===== src/rtl/ptt_pkg.sv =====
package ptt_pkg;
    localparam int unsigned PTT_PAGES = 128;
    localparam int unsigned PTT_VPN_W = 8;
    localparam int unsigned PTT_OFS_W = 12;

    typedef enum logic [1:0] {
        RSP_IDLE  = 2'd0,
        RSP_HIT   = 2'd1,
        RSP_FAULT = 2'd2
    } rsp_kind_t;
endpackage


===== src/rtl/ptt_store.sv =====
module ptt_store #(
    parameter int unsigned PAGES = ptt_pkg::PTT_PAGES,
    parameter int unsigned VPN_W = ptt_pkg::PTT_VPN_W,
    localparam int unsigned IDX_W = $clog2(PAGES)
) (
    input  logic             clk,
    input  logic             rst_n,
    input  logic             wr_en,
    input  logic [IDX_W-1:0] wr_idx,
    input  logic [VPN_W-1:0] wr_vpn,
    input  logic             wr_valid,
    input  logic             clr_all,
    output logic [PAGES-1:0] vld_o,
    output logic [VPN_W-1:0] vpn_o [PAGES]
);
    logic [PAGES-1:0] vld_d, vld_q;
    logic [VPN_W-1:0] vpn_d [PAGES];
    logic [VPN_W-1:0] vpn_q [PAGES];

    always_comb begin
        vld_d = vld_q;
        vpn_d = vpn_q;
        if (clr_all) begin
            vld_d = '0;
        end else if (wr_en) begin
            vld_d[wr_idx] = wr_valid;
            vpn_d[wr_idx] = wr_vpn;
        end
    end

    always_ff @(posedge clk) begin
        if (!rst_n) begin
            vld_q <= '0;
            for (int i = 0; i < int'(PAGES); i++) vpn_q[i] <= '0;
        end else begin
            vld_q <= vld_d;
            vpn_q <= vpn_d;
        end
    end

    assign vld_o = vld_q;
    assign vpn_o = vpn_q;

    // a clear empties the table at the next edge, regardless of a write
    a_r7_clear_all: assert property (@(posedge clk) disable iff (!rst_n)
        clr_all |=> (vld_q == '0));

    // a write lands in the addressed slot
    a_r2_write_lands: assert property (@(posedge clk) disable iff (!rst_n)
        (wr_en && !clr_all) |=> (vld_q[$past(wr_idx)] == $past(wr_valid))
                                && (vpn_q[$past(wr_idx)] == $past(wr_vpn)));
endmodule


===== src/rtl/ptt_match.sv =====
module ptt_match #(
    parameter int unsigned PAGES = ptt_pkg::PTT_PAGES,
    parameter int unsigned VPN_W = ptt_pkg::PTT_VPN_W
) (
    input  logic [PAGES-1:0] vld_i,
    input  logic [VPN_W-1:0] vpn_i [PAGES],
    input  logic [VPN_W-1:0] key_i,
    output logic [PAGES-1:0] match_o
);
    for (genvar g = 0; g < int'(PAGES); g++) begin : g_cmp
        assign match_o[g] = vld_i[g] && (vpn_i[g] == key_i);
    end
endmodule


===== src/rtl/ptt_lowest.sv =====
module ptt_lowest #(
    parameter int unsigned N = ptt_pkg::PTT_PAGES,
    localparam int unsigned IDX_W = $clog2(N)
) (
    input  logic [N-1:0]     req_i,
    output logic             any_o,
    output logic [IDX_W-1:0] idx_o
);
    always_comb begin
        idx_o = '0;
        for (int i = int'(N) - 1; i >= 0; i--) begin
            if (req_i[i]) idx_o = IDX_W'(i);
        end
        any_o = |req_i;
    end
endmodule


===== src/rtl/ptt_translate.sv =====
module ptt_translate #(
    parameter int unsigned PAGES = ptt_pkg::PTT_PAGES,
    parameter int unsigned VPN_W = ptt_pkg::PTT_VPN_W,
    parameter int unsigned OFS_W = ptt_pkg::PTT_OFS_W,
    localparam int unsigned IDX_W = $clog2(PAGES),
    localparam int unsigned VA_W  = VPN_W + OFS_W,
    localparam int unsigned PA_W  = IDX_W + OFS_W
) (
    input  logic             clk,
    input  logic             rst_n,
    input  logic             wr_en,
    input  logic [IDX_W-1:0] wr_idx,
    input  logic [VPN_W-1:0] wr_vpn,
    input  logic             wr_valid,
    input  logic             clr_all,
    input  logic             lk_valid,
    input  logic [VA_W-1:0]  lk_va,
    output logic             rsp_valid,
    output logic             rsp_hit,
    output logic             rsp_fault,
    output logic [PA_W-1:0]  rsp_pa
);
    import ptt_pkg::*;

    typedef struct packed {
        rsp_kind_t       kind;
        logic [PA_W-1:0] pa;
    } rsp_state_t;

    logic [PAGES-1:0] tbl_vld;
    logic [VPN_W-1:0] tbl_vpn [PAGES];
    logic [PAGES-1:0] match_vec;
    logic             enc_any;
    logic [IDX_W-1:0] enc_idx;
    rsp_state_t       rsp_d, rsp_q;

    ptt_store #(.PAGES(PAGES), .VPN_W(VPN_W)) u_store (
        .clk      (clk),
        .rst_n    (rst_n),
        .wr_en    (wr_en),
        .wr_idx   (wr_idx),
        .wr_vpn   (wr_vpn),
        .wr_valid (wr_valid),
        .clr_all  (clr_all),
        .vld_o    (tbl_vld),
        .vpn_o    (tbl_vpn)
    );

    ptt_match #(.PAGES(PAGES), .VPN_W(VPN_W)) u_match (
        .vld_i   (tbl_vld),
        .vpn_i   (tbl_vpn),
        .key_i   (lk_va[VA_W-1:OFS_W]),
        .match_o (match_vec)
    );

    ptt_lowest #(.N(PAGES)) u_lowest (
        .req_i (match_vec),
        .any_o (enc_any),
        .idx_o (enc_idx)
    );

    always_comb begin
        rsp_d = '{kind: RSP_IDLE, pa: '0};
        if (lk_valid) begin
            if (enc_any) begin
                rsp_d.kind = RSP_HIT;
                rsp_d.pa   = {enc_idx, lk_va[OFS_W-1:0]};
            end else begin
                rsp_d.kind = RSP_FAULT;
            end
        end
    end

    always_ff @(posedge clk) begin
        if (!rst_n) rsp_q <= '{kind: RSP_IDLE, pa: '0};
        else        rsp_q <= rsp_d;
    end

    assign rsp_valid = (rsp_q.kind != RSP_IDLE);
    assign rsp_hit   = (rsp_q.kind == RSP_HIT);
    assign rsp_fault = (rsp_q.kind == RSP_FAULT);
    assign rsp_pa    = rsp_q.pa;

    // every answer is exactly one of hit or fault
    a_r4_hit_xor_fault: assert property (@(posedge clk) disable iff (!rst_n)
        rsp_valid |-> (rsp_hit != rsp_fault));

    // answers follow requests by one cycle, and only requests
    a_r9_follows_req: assert property (@(posedge clk) disable iff (!rst_n)
        lk_valid |=> rsp_valid);
    a_r9_quiet_idle: assert property (@(posedge clk) disable iff (!rst_n)
        !lk_valid |=> (!rsp_valid && !rsp_hit && !rsp_fault));

    // the offset passes through unchanged
    a_r3_offset_kept: assert property (@(posedge clk) disable iff (!rst_n)
        (lk_valid && enc_any) |=> (rsp_pa[OFS_W-1:0] == $past(lk_va[OFS_W-1:0])));

    // the selected slot matches and no lower slot does
    a_r5_sel_matches: assert property (@(posedge clk) disable iff (!rst_n)
        enc_any |-> match_vec[enc_idx]);
    a_r5_none_lower: assert property (@(posedge clk) disable iff (!rst_n)
        enc_any |-> ((match_vec & ((PAGES'(1) << enc_idx) - PAGES'(1))) == '0));

    // invalid slots never appear in the match vector
    a_r6_invalid_silent: assert property (@(posedge clk) disable iff (!rst_n)
        (match_vec & ~tbl_vld) == '0);
endmodule


===== config.mk =====
export PLATFORM = sky130hd
export DESIGN_NAME = ptt_translate
export DESIGN_NICKNAME = d
export VERILOG_FILES = /design/src/rtl/ptt_pkg.sv /design/src/rtl/ptt_store.sv /design/src/rtl/ptt_match.sv /design/src/rtl/ptt_lowest.sv /design/src/rtl/ptt_translate.sv
export SDC_FILE = /design/constraint.sdc
export NUM_CORES = 2
export LEC_CHECK = 0
export BUFFER_PORTS_ARGS = -buffer_cell sky130_fd_sc_hd__buf_2
export CORE_MARGIN = 5
export CORE_UTILIZATION = 35
export CTS_CLUSTER_DIAMETER = 100
export DETAILED_ROUTE_END_ITERATION = 12
export PLACE_DENSITY = 0.47
export SETUP_SLACK_MARGIN = 0.15
export SYNTH_ARGS = -nofsm -noshare
export SYNTH_HDL_FRONTEND = slang
export SYNTH_HIERARCHICAL = 1
export SYNTH_SLANG_ARGS = --single-unit

===== constraint.sdc =====
create_clock -name clk -period 3.43 [get_ports clk]
set_input_delay 0.5145 -clock clk [delete_from_list [all_inputs] [get_ports clk]]
set_output_delay 0.5145 -clock clk [all_outputs]
set_load 0.01 [all_outputs]

==> results.yml <==
global_route:
  grt_first_pass_wirelength_um: 291600
  grt_overflow: 0
  grt_max_degree: 181
  grt_pass1_vias: 43290
  antenna_found_initial: 6
  grt_use_total_pct: 22.05
setup_path:
  arrival_ns: 3.92
  crit_buf_inv: 3
  endpoint: "rsp_pa[12]"
  critical_path_class: "primary input to flop"
  crit_cells: 13
  cp_data_required_time_ns: 4.12
  cpPeakStageDelay_ns: 0.52
  crit_top_cell: "buf_12"
  cp_slowest_cell: "a221oi_1"
  worstReg2RegEnd: "rsp_pa[12]"
  critPathLaunchType: "primary input"
  worst-r2r-cell-count: 10
  path_delay_family: "simple AND/OR/NAND/NOR gates"
  reg2reg_from: "u_store/vpn_o[545]"
  path_cells: "buf_8 -> buf_12 -> buf_12 -> xnor2_1 -> nand4_1 -> nor3_2 -> or3_1 -> nor3_1 -> o211ai_1 -> a221oi_1 -> a311o_1 -> a31oi_1 -> and4_1"
  endpoint_kind: "flop"
  reg2reg_slack_ns: 0.35
  critPathMaxFanout: 22
  setup.worst_path.start: "lk_va[16]"
floorplan:
  die_area_um2: 174800
  initial_core_util_pct: 35.25
  io-pin-count: 63
  fp.dieH_um: 418.1
  rows: 149
  dieWidth_um: 418.1
  core_area_um2: 165400
synth:
  syn_area_um2: 58300
  synth_ff_type: "dfxtp_1"
  yosysWarnings: 6
  ys_seq_area_share_pct: 40.28
  synth_edf_count: 0
  synthDistinctLibCells: 75
  synth.area.mux_share_pct: 17.58
  synth_cells: 6022
  synth.net_count: 6063
  yosys.area_share.simple_pct: 18.03
  synthAdderAreaFrac_pct: 0
  synth_compound_area_share_pct: 3.902
  async_flop_share_pct: 0
  ys_ff_latch: 1173
  syn_area_per_cell_um2: 9.680
  yosys.area_share.xor_xnor_pct: 15.38
  synth_top_family_by_area: "simple AND/OR/NAND/NOR gates"
timing:
  clock.fmax_ghz: 0.3096
  worstMarginPinSlew_ns: 1.092
  fin_tns_setup_ns: 0
  final.setup.worst_slack_ns: 0.1998
  setup_violations: 0
  clock-skew-final_ns: 0.03246
  max_slew_margin_pct: 27.22
  period_needed_ns: 3.230
  final_max_slew_viol_count: 0
  final-hold-violation-count: 0
  rsz0062_at_grt: "no"
  fin_crit_sh_pct: 94.17
final_layout:
  drive_above_1_share_pct: 16.60
  syn2layout_area_growth_pct: 16.84
  layout_commonest_cell: "dfxtp_1"
  fin_cells: 8502
  layout_common_cells: "dfxtp_1, nand2_1, xnor2_1, mux2i_1, buf_4"
  fin_nets: 6240
  nFillCells: 16060
cts:
  cts_tree: "built"
  clockBufferDepth: 3
  clkSinkCount: 1173
  cts_buffers: 143
  cts_root_buffer: "clkbuf_16"
  clock_latency_ns: 0.79
  cts_setup_buffers: 0
  clk_pin_slew_worst_paths_ns: 0.06
  htree_num_levels: 4
worst_hold_path:
  hp-class: "primary input to flop"
  hold_start: "rst_n"
placed_design:
  place_hpwl_um: 124000
  dp_cells: 8231
  preCtsSetupSlack_ns: -0.5831
  gp_routability_congestion: 0.8403
  numPortBuffers: 62
job:
  maxCapViolCount: 0
drt:
  drt-initial-drc-count: 2686
  drc: 0
  vias: 43130
  wl_um: 197200
  wl_per_cell_um: 23.19
  drt_first_pass_iters: 5
  vias_per_cell: 5.073
  ant_nets: 0
power_and_ir_drop:
  total_power_uw: 31320
  vdd_drop_max_mv: 0.3960
  leakagePower_uw: 0.02508
  powerDensity_nw_per_um2: 459.8
outcome:
  status: "completed"
worst min-delay path, delay by kind of cell:
kind          cells  cell delay (ns)
buf+inv           1             0.21
mux               1             0.05
simple gates      1             0.12
cells in the mapped netlist, types with 7 or more instances:
master    count  area, um^2
nand2b_1     10       62.56
buf_2        53       265.3
nand3_2      60       600.6
o31ai_1       7       52.55
nor2b_1      13       81.33
buf_4        90       675.7
xnor2_1    1024        8969
nand3_1     136       680.7
and4_1       21       183.9
dfxtp_1    1173       23480
buf_6        62       698.2
nor3_2      129        1291
nor3_1       29       145.1
a211oi_1    136        1021
mux2i_1    1024       10250
nand4_1     136       850.8
nor3_4       61       992.2
nand2_1    1178        4422
clkbuf_1    282        1059
o21ai_0      14       70.07
nor2_1       54       202.7
and4b_1       7       70.07
a21oi_1     155       775.7
inv_1        24       90.09
nor4_1       38       237.7
where the power goes:
part | switching [uW] | leakage, uW | internal [uW]
Sequential | 11.5 | 0.00944 | 13600
Clock | 6240 | 0.00232 | 8890
Combinational | 1690 | 0.0133 | 849
metal layers:
layer,up-vias,GRT usage [%],share of wire (%)
met5,-,0,0
met2,919,36.32,47
met1,21160,30.05,46
met3,293,3.038,4.2
met4,0,6.660,2.9
li1,20760,-,-
per-stage QoR:
| stage | utilization (%) | hold slack (ns) | area, um^2 |
|---|---|---|---|
| after floorplan | - | 0.4480 | 58300 |
| after global placement | 38.28 | 0.4549 | 63300 |
| after detailed placement | 38.28 | 0.4597 | 63300 |
| after CTS | 41.18 | 0.1101 | 68100 |
| after global routing | 41.19 | 0.1472 | 68110 |
| final | 41.19 | 0.1572 | 68120 |
logic make-up (layout without fill, tap and decap cells):
group                  count (synthesis)  in the layout
multiplexers                        1024           1024
AND/OR/NAND/NOR                     1934           1934
buffers and inverters                512            799
XOR/XNOR                            1024           1024
other                                  0              4
AO/OA/AOI/OAI                        355            355
flip-flops                          1173           1173
registers in the layout, indices dropped and copies added, names as in the netlist:
register       flops
u_store/vpn_o   1024
u_store/vld_o    128
rsp_pa            19
rsp_q              2
area by class of cell:
| class | count | area [um^2] | area share, % |
|---|---|---|---|
| inverters | 24 | 90.09 | 0.1323 |
| well taps | 2189 | 2739 | 4.021 |
| clock inverters | 46 | 432.9 | 0.6356 |
| flip-flops and latches | 1173 | 23480 | 34.47 |
| multi-input cells | 4337 | 32240 | 47.33 |
| repair buffers | 520 | 4882 | 7.168 |
| diodes | 4 | 10.01 | 0.01470 |
| clock buffers | 209 | 4240 | 6.225 |
worst min path at each step:
| stage | end | slack [ns] | cells past startpoint |
|---|---|---|---|
| 2_1_floorplan | u_store/vpn_o[0] | 0.45 | 2 |
| 3_3_place_gp | u_store/vpn_o[646] | 0.45 | 2 |
| 3_5_place_dp | u_store/vpn_o[399] | 0.46 | 2 |
| 4_1_cts | rsp_pa[0] | 0.11 | 2 |
| 5_1_grt | u_store/vpn_o[914] | 0.15 | 3 |
| 6_report | u_store/vpn_o[918] | 0.16 | 3 |
what timing repair did:
action | in CTS | in global routing
endpoints found under the setup margin | 17 | 3
gates resized for setup | 1 | 1
hold buffers | 12 | 0
endpoints found under the hold margin | 12 | 0
No activity file was read; power rests on OpenSTA's default activity.
